### src/rtl/hs_sender_pkg.sv
package hs_sender_pkg;

    localparam int CODE_W = 2;

    localparam logic [CODE_W-1:0] REQ_IDLE    = 2'b00;
    localparam logic [CODE_W-1:0] REQ_OFFER   = 2'b01;
    localparam logic [CODE_W-1:0] REQ_PRESENT = 2'b00;
    localparam logic [CODE_W-1:0] REQ_COMMIT  = 2'b10;
    localparam logic [CODE_W-1:0] REQ_DISCARD = 2'b11;

    localparam logic [CODE_W-1:0] ACK_IDLE   = 2'b00;
    localparam logic [CODE_W-1:0] ACK_READY  = 2'b01;
    localparam logic [CODE_W-1:0] ACK_TAKE   = 2'b10;
    localparam logic [CODE_W-1:0] ACK_REFUSE = 2'b11;

    typedef enum logic [1:0] {
        PH_IDLE    = 2'd0,
        PH_OFFER   = 2'd1,
        PH_PRESENT = 2'd2,
        PH_FINAL   = 2'd3
    } phase_e;

    typedef struct packed {
        phase_e phase;
        logic   verdict_ok;
        logic   abort_pend;
    } fsm_state_t;

endpackage

### src/rtl/hs_phase_fsm.sv
module hs_phase_fsm
    import hs_sender_pkg::*;
(
    input  logic              clk,
    input  logic              rst_n,
    input  logic              send_req,
    input  logic              abort_req,
    input  logic [CODE_W-1:0] ack_code,
    output phase_e            phase,
    output logic              verdict_ok,
    output logic              capture
);

    fsm_state_t st_d, st_q;
    logic       cap_d;

    always_comb begin
        st_d  = st_q;
        cap_d = 1'b0;
        case (st_q.phase)
            PH_IDLE: begin
                st_d.abort_pend = 1'b0;
                if (send_req && (ack_code == ACK_IDLE)) begin
                    st_d.phase      = PH_OFFER;
                    st_d.verdict_ok = 1'b0;
                    cap_d           = 1'b1;
                end
            end
            PH_OFFER: begin
                if (abort_req) begin
                    st_d.abort_pend = 1'b1;
                end
                if (ack_code == ACK_READY) begin
                    st_d.phase = PH_PRESENT;
                end
            end
            PH_PRESENT: begin
                if (abort_req) begin
                    st_d.abort_pend = 1'b1;
                end
                if ((ack_code == ACK_TAKE) || (ack_code == ACK_REFUSE)) begin
                    st_d.phase      = PH_FINAL;
                    st_d.verdict_ok = (ack_code == ACK_TAKE) &&
                                      !st_q.abort_pend && !abort_req;
                end
            end
            PH_FINAL: begin
                st_d.phase      = PH_IDLE;
                st_d.abort_pend = 1'b0;
            end
            default: begin
                st_d.phase = PH_IDLE;
            end
        endcase
    end

    always_ff @(posedge clk or negedge rst_n) begin
        if (!rst_n) begin
            st_q <= '{phase: PH_IDLE, verdict_ok: 1'b0, abort_pend: 1'b0};
        end else begin
            st_q <= st_d;
        end
    end

    assign phase      = st_q.phase;
    assign verdict_ok = st_q.verdict_ok;
    assign capture    = cap_d;

endmodule

### src/rtl/hs_data_hold.sv
module hs_data_hold #(
    parameter int DATA_W = 16
) (
    input  logic              clk,
    input  logic              rst_n,
    input  logic              capture,
    input  logic [DATA_W-1:0] din,
    output logic [DATA_W-1:0] dout
);

    logic [DATA_W-1:0] word_d, word_q;

    always_comb begin
        word_d = word_q;
        if (capture) begin
            word_d = din;
        end
    end

    always_ff @(posedge clk or negedge rst_n) begin
        if (!rst_n) begin
            word_q <= '0;
        end else begin
            word_q <= word_d;
        end
    end

    assign dout = word_q;

endmodule

### src/rtl/hs_code_encoder.sv
module hs_code_encoder
    import hs_sender_pkg::*;
(
    input  phase_e            phase,
    input  logic              verdict_ok,
    output logic [CODE_W-1:0] req_code,
    output logic              done,
    output logic              committed,
    output logic              aborted
);

    always_comb begin
        req_code  = REQ_IDLE;
        done      = 1'b0;
        committed = 1'b0;
        aborted   = 1'b0;
        case (phase)
            PH_IDLE:    req_code = REQ_IDLE;
            PH_OFFER:   req_code = REQ_OFFER;
            PH_PRESENT: req_code = REQ_PRESENT;
            PH_FINAL: begin
                done      = 1'b1;
                committed = verdict_ok;
                aborted   = !verdict_ok;
                req_code  = verdict_ok ? REQ_COMMIT : REQ_DISCARD;
            end
            default:    req_code = REQ_IDLE;
        endcase
    end

endmodule

### src/rtl/hs_commit_sender.sv
module hs_commit_sender
    import hs_sender_pkg::*;
#(
    parameter int DATA_W = 16
) (
    input  logic              clk,
    input  logic              rst_n,
    input  logic              send_req,
    input  logic [DATA_W-1:0] send_data,
    input  logic              abort_req,
    input  logic [1:0]        ack_code,
    output logic [1:0]        req_code,
    output logic [DATA_W-1:0] data_out,
    output logic              done,
    output logic              committed,
    output logic              aborted
);

    phase_e phase;
    logic   verdict_ok;
    logic   capture;

    hs_phase_fsm i_fsm (
        .clk        (clk),
        .rst_n      (rst_n),
        .send_req   (send_req),
        .abort_req  (abort_req),
        .ack_code   (ack_code),
        .phase      (phase),
        .verdict_ok (verdict_ok),
        .capture    (capture)
    );

    hs_data_hold #(.DATA_W(DATA_W)) i_hold (
        .clk     (clk),
        .rst_n   (rst_n),
        .capture (capture),
        .din     (send_data),
        .dout    (data_out)
    );

    hs_code_encoder i_enc (
        .phase      (phase),
        .verdict_ok (verdict_ok),
        .req_code   (req_code),
        .done       (done),
        .committed  (committed),
        .aborted    (aborted)
    );

endmodule

### config.mk
export PLATFORM = sky130hd
export DESIGN_NAME = hs_commit_sender
export DESIGN_NICKNAME = d
export VERILOG_FILES = /design/src/rtl/hs_sender_pkg.sv /design/src/rtl/hs_phase_fsm.sv /design/src/rtl/hs_data_hold.sv /design/src/rtl/hs_code_encoder.sv /design/src/rtl/hs_commit_sender.sv
export SDC_FILE = /design/constraint.sdc
export NUM_CORES = 1
export LEC_CHECK = 0
export BUFFER_PORTS_ARGS = -buffer_cell sky130_fd_sc_hd__clkbuf_2
export CAP_MARGIN = 0
export CORE_UTILIZATION = 44
export CTS_BUF_LIST = sky130_fd_sc_hd__clkbuf_8
export DETAILED_ROUTE_END_ITERATION = 6
export PLACE_DENSITY = 0.79
export SYNTH_ARGS = -nofsm -noshare
export SYNTH_HDL_FRONTEND = slang
export SYNTH_HIERARCHICAL = 1
export SYNTH_SLANG_ARGS = --single-unit
### constraint.sdc
create_clock -name clk -period 1.36 [get_ports clk]
set_input_delay 0.272 -clock clk [delete_from_list [all_inputs] [get_ports clk]]
set_output_delay 0.272 -clock clk [all_outputs]
set_load 0.02 [all_outputs]
==> reports/qor.yml, run 1 <==
clock_network:
  path_clk_slew_ns: 0.07
  cts_buffers: 3
  clock_path_buffers: 2
  root_buffer: "clkbuf_8"
  cts_tree: "built"
  clock-sinks: 20
  htreeDepth: 1
  insertion_delay_ns: 0.26
floorplanning:
  core_area_um2: 2040
  rows: 16
  io_pins: 43
  die_h_um: 49.7
  initial_utilization_pct: 49.0
  die-width_um: 49.7
  die_area_um2: 2470
worst_setup_path:
  path_cells: "inv_2 -> ha_4 -> buf_6 -> a211oi_2 -> a211oi_2 -> mux2_4"
  cp.depth: 6
  critical_path_buf_inv_count: 2
  crit_top_cell: "a211oi_2"
  cp.required_ns: 1.51
  crit_slowest_cell: "dfrtp_1"
  slowest_delay_ns: 0.42
  path_class: "flop to flop"
  worstSetupStartpointType: "flop"
  arrival_ns: 1.71
  crit_family: "flip-flops"
  critPathMaxFanout: 3
  reg2regPathDepth: 6
  worst_setup_path_end_kind: "flop"
final_layout:
  drive_gt1_share_pct: 73.4
  fill_cells: 141
  final_common_cell: "clkbuf_2"
  layout_common_cells: "clkbuf_2, dfrtp_1, mux2_4"
  multi_input_area_um2: 509
  diodes: 0
  nets: 155
  syn_to_final_growth_pct: 54.3
  seqCellArea_um2: 500
  fin_cells: 155
detailed_routing:
  drt-total-wl_um: 2680
  drc_errors: 0
  drt-initial-drc-count: 8
  via_per_inst: 5.06
  routedWlPerCell_um: 17.3
  num_vias: 784
  dr.pass1.iters: 4
  final_antenna_net_count: 0
logic_synthesis:
  ys_types: 23
  synth_fp_nets: 96
  netlist_area_um2: 1000
  yosysWarnings: 6
  yosysSeqAreaShare_pct: 50.1
  synth_cells: 70
  synth.avg_cell_area_um2: 14.3
  synth_seq_cells: 20
power_and_ir_drop:
  seqPwrFrac_pct: 28.3
  intPower_uw: 2360
  power.density_nw_per_um2: 2470
  leakage_uw: 0.000783
  clkPwrFrac_pct: 12.0
  power_switching_uw: 1450
  ir_drop_uv: 1810
  p_sw_share_pct: 38.0
  p_comb_share_pct: 59.7
grt:
  grt_pass1_wl_um: 3880
  grt_max_degree: 21
  grt_pass1_vias: 813
  grt_overflow_total: 0
  grtUsageTotal_pct: 21.4
  antenna_found_initial: 0
sta:
  max_slew_margin_pct: 67.1
  rsz0062_at_grt: "true"
  post-route-min-period_ns: 1.56
  worst_slew_pin_slew_ns: 0.494
  fin_skew_ns: 0.00315
  finalCritPeriodShare_pct: 114
  setup_violations: 24
  fin_worst_hold_slack_ns: 0.242
  maxSlewViolCount: 0
  fmax_mhz: 642
  fin_ws_ns: -0.197
  final_hold_viol_count: 0
  setup_tns_ns: -3.75
min_path:
  worstHoldPathCells: 2
  worstHoldPathType: "input pin to flop"
place:
  dp.cells: 144
  portBuffers: 42
  hpwlAfterDp_um: 1630
  gp_congestion: 0.817
run:
  maxCapViolations: 0
run_status:
  violations: "negative setup slack"
  status: "finished with violations"
cell usage after synthesis:
cell | n | area, um^2
nor3_1 | 1 | 5.00
nor2_1 | 2 | 7.51
nor2b_1 | 2 | 12.5
and3_1 | 1 | 6.26
and2_1 | 2 | 12.5
nor3b_1 | 1 | 7.51
inv_1 | 3 | 11.3
a211oi_2 | 2 | 25.0
o21a_1 | 1 | 7.51
mux2i_1 | 1 | 10.0
buf_6 | 1 | 11.3
mux2_2 | 7 | 78.8
a21oi_1 | 1 | 5.00
mux2_4 | 11 | 165
dfrtp_1 | 20 | 500
buf_4 | 3 | 22.5
nand2b_1 | 2 | 12.5
ha_1 | 4 | 50.1
a21boi_2 | 1 | 11.3
nand2_1 | 1 | 3.75
o21ai_0 | 1 | 5.00
and3b_1 | 1 | 8.76
buf_12 | 1 | 20.0
sequential cells by signal, summed over array words and instances, names as in the netlist:
| name | flops |
|---|---|
| i_fsm/phase | 2 |
| i_hold/dout | 16 |
| i_fsm/st_q | 1 |
| i_fsm/verdict_ok | 1 |
through the flow:
step	setup slack (ns)	cell area, um^2	utilization (%)	total power, uW
2_1_floorplan	-0.0625	1020	-	2300
3_3_place_gp	-0.0676	1310	64.3	2800
4_1_cts	-0.157	1510	74.0	3700
3_5_place_dp	-0.177	1310	64.3	2890
6_report	-0.197	1540	75.6	3800
5_1_grt	-0.218	1540	75.6	3960
what timing repair did:
action                     4_1_cts  5_1_grt
hold endpoints to repair        20        0
cloned                           0        1
setup endpoints to repair       24       24
pin swaps                        3        1
hold buffers                     1        0
buffers inserted                 6        0
resized for setup               23        5
power groups by stage:
stage	registers [uW]	clock network, uW	logic, uW
2_1_floorplan	1350	0	953
3_3_place_gp	1060	0	1730
3_5_place_dp	1080	0	1820
4_1_cts	1060	460	2180
5_1_grt	1100	488	2370
6_report	1080	456	2270
metal layers:
metal	vias to the layer above	part of all wire, %	track usage [%]
met2	32	54	38.5
met1	392	39	24.7
met3	7	5.0	5.56
met5	-	0	0
met4	0	1.8	6.19
li1	353	-	-
cell families after synthesis:
| kind of cell | share of synthesized area, % |
|---|---|
| mux | 25.4 |
| simple gates | 7.63 |
| flops | 50.1 |
| compound gates | 5.38 |
| buf+inv | 6.51 |
| fa+ha+maj | 5.01 |
final timing paths:
kind / from / to / slack [ns]
max: i_fsm/phase[1]$_DFFE_PN0P_ / i_fsm/phase[1]$_DFFE_PN0P_ / -0.20
min: abort_req / i_fsm/st_q[0]$_DFFE_PN0P_ / 0.24
max reg2reg: i_fsm/phase[1]$_DFFE_PN0P_ / i_fsm/phase[1]$_DFFE_PN0P_ / -0.20
min reg2reg: i_fsm/st_q[0]$_DFFE_PN0P_ / i_fsm/st_q[0]$_DFFE_PN0P_ / 0.49
max in group asynchronous: rst_n / i_hold/dout[14]$_DFFE_PN0P_ / 0.51
min in group asynchronous: rst_n / i_hold/dout[13]$_DFFE_PN0P_ / 0.52
worst reg2reg max path, stage by stage (launching register included):
cell	delay, ns
dfrtp_1	0.42
inv_2	0.12
ha_4	0.16
buf_6	0.10
a211oi_2	0.04
a211oi_2	0.29
mux2_4	0.32
cell type report:
cell class,instances,area share (%)
Clock buffer,4,3.57
Inverter,3,0.730
Multi-Input combinational cell,42,33.0
Sequential cell,20,32.4
Tap cell,27,2.19
Timing Repair Buffer,59,28.1
Power figures use the tool's default switching activity.
==> inputs of run 2 (changes only) <==
- BUFFER_PORTS_ARGS: -buffer_cell sky130_fd_sc_hd__clkbuf_2 -> -buffer_cell sky130_fd_sc_hd__buf_2
==> run 2 against run 1 <==
Compared with the run above:
- the run still ends with negative setup slack left
- critical path depth stayed put
- via count is 4.3% lower
- setup slack better by 0.028 ns
- first-iteration DRC count is 50% lower
- die area stayed put
- wire length is 13% lower
- sequential share of layout area is 0.13 points higher
- sequential power hardly changed
- global-route usage is 1.3 points lower
- utilization is 0.31 points lower
- clock skew is 0.0021 ns lower
==> reports/qor.yml, run 2 (synthesis results as in run 1) <==
run_status:
  status: "finished with violations"
  violations: "negative setup slack"
final_layout:
  final_common_cell: "buf_2"
  utilization_pct: 75.2
  largest_reg_flops: 16
  drive_gt1_share_pct: 74.2
  final_cell_area_um2: 1540
  fin_cells: 155
  nets: 156
  layout_common_cells: "buf_2, dfrtp_1, mux2_4"
  syn_to_final_growth_pct: 53.7
  diodes: 0
worst_setup_path:
  critPathMaxFanout: 3
  timing.rr.end: "i_fsm/phase[1]$_DFFE_PN0P_"
  cp.depth: 6
  crit_slowest_cell: "dfrtp_1"
  crit_path_end: "i_fsm/phase[1]$_DFFE_PN0P_"
  cp.required_ns: 1.50
  arrival_ns: 1.67
  worstSetupStartpointType: "flop"
  crit_family: "flip-flops"
  r2r-start: "i_fsm/phase[1]$_DFFE_PN0P_"
  path_cells: "inv_2 -> buf_6 -> ha_4 -> nor2_2 -> a211oi_2 -> mux2_4"
  critical_path_buf_inv_count: 2
  reg2regPathDepth: 6
  worst_setup_path_end_kind: "flop"
  reg2reg_setup_slack_ns: -0.17
  crit_start: "i_fsm/phase[1]$_DFFE_PN0P_"
  path_class: "flop to flop"
  slowest_delay_ns: 0.43
detailed_routing:
  drt-total-wl_um: 2330
  drt-initial-drc-count: 4
  via_per_inst: 4.84
  final_antenna_net_count: 0
  num_vias: 750
  routedWlPerCell_um: 15.0
  dr.pass1.iters: 4
  drc_errors: 0
clock_network:
  cts_tree: "built"
  path_clk_slew_ns: 0.06
  clock_path_buffers: 2
  clock-sinks: 20
  insertion_delay_ns: 0.25
  cts_buffers: 3
  htreeDepth: 1
  root_buffer: "clkbuf_8"
power_and_ir_drop:
  clkPwrFrac_pct: 9.8
  seqPwrFrac_pct: 28.7
  intPower_uw: 2330
  power_uw: 3740
  p_comb_share_pct: 61.5
  ir_drop_uv: 1630
  p_sw_share_pct: 37.7
  power.density_nw_per_um2: 2430
  leakage_uw: 0.000775
  power_switching_uw: 1410
grt:
  grtUsageTotal_pct: 20.1
  grt_overflow_total: 0
  grt_pass1_vias: 744
  grt_max_degree: 21
  grt_pass1_wl_um: 3620
  antenna_found_initial: 0
floorplanning:
  initial_utilization_pct: 49.0
  die_h_um: 49.7
  core_area_um2: 2040
  io_pins: 43
  rows: 16
  die_area_um2: 2470
  die-width_um: 49.7
run:
  maxCapViolations: 0
sta:
  finalCritPeriodShare_pct: 112
  max_slew_margin_pct: 71.7
  worst_slew_pin_slew_ns: 0.424
  fin_ws_ns: -0.169
  post-route-min-period_ns: 1.53
  rsz0062_at_grt: "true"
  fin_worst_hold_slack_ns: 0.249
  final_hold_viol_count: 0
  fmax_mhz: 654
  fin_skew_ns: 0.00109
  maxSlewViolCount: 0
  setup_violations: 24
place:
  place_area_um2: 1310
  gp_congestion: 0.817
  hpwlAfterDp_um: 1590
  portBuffers: 42
  dp.cells: 144
min_path:
  min_from: "send_data[11]"
  worstHoldPathType: "input pin to flop"
-- run 2: cell count changes in the layout (fill, tap and decap cells not counted), moves of 2 or more --
cell      previous run  this run
clkbuf_2            37         0
buf_6                3         6
buf_4               10        13
buf_8                3         0
buf_2                1        37
clkbuf_8             5         3
-- run 2: layout make-up --
type                       count  area (um^2)
multi-input combinational     42          522
fill                         134          505
sequential                    20          500
timing repair buffer          60          428
clock buffer                   3         41.3
tap                           27         33.8
inverter                       3         11.3
-- run 2: per-stage QoR --
stage | TNS, ns | setup slack (ns)
6_report | -2.35 | -0.169
5_1_grt | -3.25 | -0.212
4_1_cts | -1.65 | -0.127
3_5_place_dp | -1.10 | -0.138
3_3_place_gp | -0.255 | -0.0679
2_1_floorplan | -0.674 | -0.0625
-- run 2: power by group through the flow --
stage	clock network, uW	logic [uW]	registers, uW
2_1_floorplan	0	953	1350
3_3_place_gp	0	1740	1050
3_5_place_dp	0	1830	1070
4_1_cts	377	2030	1070
5_1_grt	404	2420	1100
6_report	365	2300	1070
-- run 2: worst min-delay path by stage --
stage	end	slack, ns	depth (start not counted)
after global placement	i_hold/dout[14]$_DFFE_PN0P_	0.23	1
after detailed placement	i_hold/dout[8]$_DFFE_PN0P_	0.24	1
final	i_hold/dout[11]$_DFFE_PN0P_	0.25	2
after global routing	i_hold/dout[4]$_DFFE_PN0P_	0.24	2
after floorplan	i_fsm/phase[0]$_DFFE_PN0P_	-0.02	0
after CTS	i_hold/dout[11]$_DFFE_PN0P_	0.25	2
-- run 2: per-layer routing --
layer | GRT usage [%] | vias up | routed length (um) | part of all wire (%)
met5 | 0 | - | 0 | 0
met4 | 2.86 | 0 | 10 | 0.43
met3 | 4.94 | 2 | 110 | 4.7
met2 | 37.6 | 25 | 1260 | 54
met1 | 23.2 | 369 | 942 | 40
li1 | - | 354 | - | -
-- run 2: repair_timing --
item / CTS / global route
endpoints found under the hold margin: 20 / 0
hold buffers: 1 / 0
resized for setup: 9 / 18
cloned: 1 / 0
setup endpoints to repair: 24 / 24
pin swaps: 0 / 4
setup buffers: 4 / 2
==> inputs of run 3 (changes only) <==
- ABC_AREA: unset -> 1
- CORE_UTILIZATION: 44 -> 43
- PLACE_DENSITY: 0.79 -> 0.78
- SLEW_MARGIN: unset -> 20
==> run 3 against run 2 <==
Compared with the run above:
- the flow now finishes without violations
- maximum frequency is 14% higher
- critical endpoint is now i_fsm/phase[0]$_DFFE_PN0P_
- highest routed layer unchanged
- clock power is 61% higher
- count of clock-buffer cells in the layout stayed put
- non-clock buffer count is 7 lower
- critical path type unchanged
==> reports/qor.yml, run 3 <==
logic_synthesis:
  synth.avg_cell_area_um2: 8.54
  ys_types: 18
  yosysWarnings: 6
  synth_cells: 115
  synth_area_leaders: "dfrtp_1, nand2_1, ha_1"
  synth_fp_nets: 141
  synth_edf_count: 0
  yosysSeqAreaShare_pct: 51.0
  muxShareOfSynthArea_pct: 0
  yosysTopAreaCellShare_pct: 51.0
  synth_ff_type: "dfrtp_1"
  yosysMostFrequentCell: "nand2_1"
  synth_top_area_cell: "dfrtp_1"
  netlist_area_um2: 982
  synth_seq_cells: 20
  yosys-top-cells-count: "nand2_1, dfrtp_1, inv_1"
  synthXorXnorAreaFrac_pct: 0
  synth_top_family_by_area: "simple AND/OR/NAND/NOR gates"
  synthArstFlopShare_pct: 100
  synth_compound_area_share_pct: 2.68
  synth_fa_ha_area_share_pct: 5.10
  synth-simple-area-share_pct: 30.7
detailed_routing:
  drt-initial-drc-count: 10
  num_vias: 899
  drt-total-wl_um: 2230
  dr.pass1.iters: 4
  final_antenna_net_count: 0
  drc_errors: 0
  via_per_inst: 4.66
  routedWlPerCell_um: 11.5
final_layout:
  syn_to_final_growth_pct: 44.3
  final_common_cell: "nand2_1"
  diodes: 0
  utilization_pct: 68.8
  largest_reg_flops: 16
  nets: 193
  layout_common_cells: "nand2_1, buf_2, dfrtp_1"
  final_cell_area_um2: 1420
  drive_gt1_share_pct: 50.6
run_status:
  status: "finished clean"
place:
  place_area_um2: 1200
  portBuffers: 42
  gp_congestion: 0.856
  hpwlAfterDp_um: 1550
clock_network:
  root_buffer: "clkbuf_8"
  insertion_delay_ns: 0.26
  path_clk_slew_ns: 0.08
  clock_path_buffers: 2
  cts_buffers: 3
  cts_tree: "built"
  clock-sinks: 20
  htreeDepth: 1
run:
  maxCapViolations: 0
grt:
  grt_overflow_total: 0
  grt_pass1_vias: 840
  grtUsageTotal_pct: 18.3
  grt_pass1_wl_um: 3490
  antenna_found_initial: 0
  grt_max_degree: 21
worst_setup_path:
  worstSetupStartpointType: "flop"
  path_class: "flop to flop"
  reg2reg_setup_slack_ns: 0.01
  cp.required_ns: 1.51
  crit_start: "i_fsm/phase[0]$_DFFE_PN0P_"
  reg2regPathDepth: 6
  critPathMaxFanout: 3
  r2r-start: "i_fsm/phase[0]$_DFFE_PN0P_"
  timing.rr.end: "i_fsm/phase[0]$_DFFE_PN0P_"
  worst_setup_path_end_kind: "flop"
  crit_path_end: "i_fsm/phase[0]$_DFFE_PN0P_"
  arrival_ns: 1.50
sta:
  fmax_mhz: 743
  maxSlewViolCount: 0
  rsz0062_at_grt: "true"
  fin_skew_ns: 0.00868
  finalCritPeriodShare_pct: 98.9
  setup_tns_ns: 0
  final_hold_viol_count: 0
  post-route-min-period_ns: 1.35
  setup_violations: 0
  max_slew_margin_pct: 70.0
  worst_slew_pin_slew_ns: 0.450
floorplanning:
  die_area_um2: 2480
  core_area_um2: 2060
  die-width_um: 49.8
  rows: 16
  die_h_um: 49.8
  io_pins: 43
  initial_utilization_pct: 47.6
power_and_ir_drop:
  ir_drop_uv: 1590
  leakage_uw: 0.000799
  power_uw: 3390
  power.density_nw_per_um2: 2390
min_path:
  worstHoldPathType: "input pin to flop"
## run 3: cell count changes in the layout (fill, tap and decap cells not counted), moves of 3 or more
cell	change
nand2_1	+50
mux2_4	-17
nand3_1	+4
inv_2	+4
buf_4	-6
nand2_2	+9
buf_2	+3
## run 3: repair_timing
item / 4_1_cts / 5_1_grt
hold buffers: 1 / 0
pin swaps: 3 / 5
hold endpoints to repair: 20 / 0
gates cloned: 1 / 0
gates resized for setup: 9 / 20
setup buffers: 2 / 2
endpoints found under the setup margin: 19 / 24
## run 3: through the flow
stage | std cells | setup slack (ns) | hold slack [ns]
2_1_floorplan | 115 | 0.0154 | -0.0236
3_3_place_gp | 183 | 0.0267 | 0.241
3_5_place_dp | 183 | -0.0513 | 0.238
4_1_cts | 191 | 0.00696 | 0.207
5_1_grt | 193 | -0.0685 | 0.217
6_report | 193 | 0.0148 | 0.210
## run 3: worst min path at each step
stage / from / end / cells past startpoint
global placement: rst_n / i_hold/dout[5]$_DFFE_PN0P_ / 1
CTS: send_data[10] / i_hold/dout[10]$_DFFE_PN0P_ / 3
floorplan: rst_n / i_fsm/phase[0]$_DFFE_PN0P_ / 0
detailed placement: rst_n / i_hold/dout[5]$_DFFE_PN0P_ / 1
global route: send_data[10] / i_hold/dout[10]$_DFFE_PN0P_ / 3
finish: send_data[10] / i_hold/dout[10]$_DFFE_PN0P_ / 3
## run 3: critical path: stages, from the launching register on
cell and delay (ns):
dfrtp_1 0.39, inv_2 0.08, buf_4 0.13, ha_1 0.18, or2_2 0.29, nand3_1 0.11, nand2_1 0.07
## run 3: per-layer routing
metal  wire length (um)  vias up  GRT usage, %
met5                  0        -             0
met4                 12        0          2.86
met3                117        2          4.32
met2               1150       32          34.9
met1                942      415          20.5
li1                   -      450             -
## run 3: area by class of cell
type                       count  area, um^2
inverter                       9        41.3
multi-input combinational     80         443
tap                           27        33.8
clock inverter                 1        30.0
timing repair buffer          53         328
sequential                    20         500
fill                         166         644
clock buffer                   3        41.3
## run 3: report_power, final
group          leakage, uW  internal (uW)  switching [uW]
combinational     0.000513            706            1040
sequential        0.000251            878             175
clock            0.0000357            392             194
## run 3: cells by family (layout without fill, tap and decap cells)
| kind of cell | after synthesis | in the layout |
|---|---|---|
| AO/OA/AOI/OAI | 4 | 4 |
| adder cells (fa/ha/maj) | 4 | 4 |
| buffers and inverters | 15 | 66 |
| flip-flops | 20 | 20 |
| AND/OR/NAND/NOR | 72 | 72 |
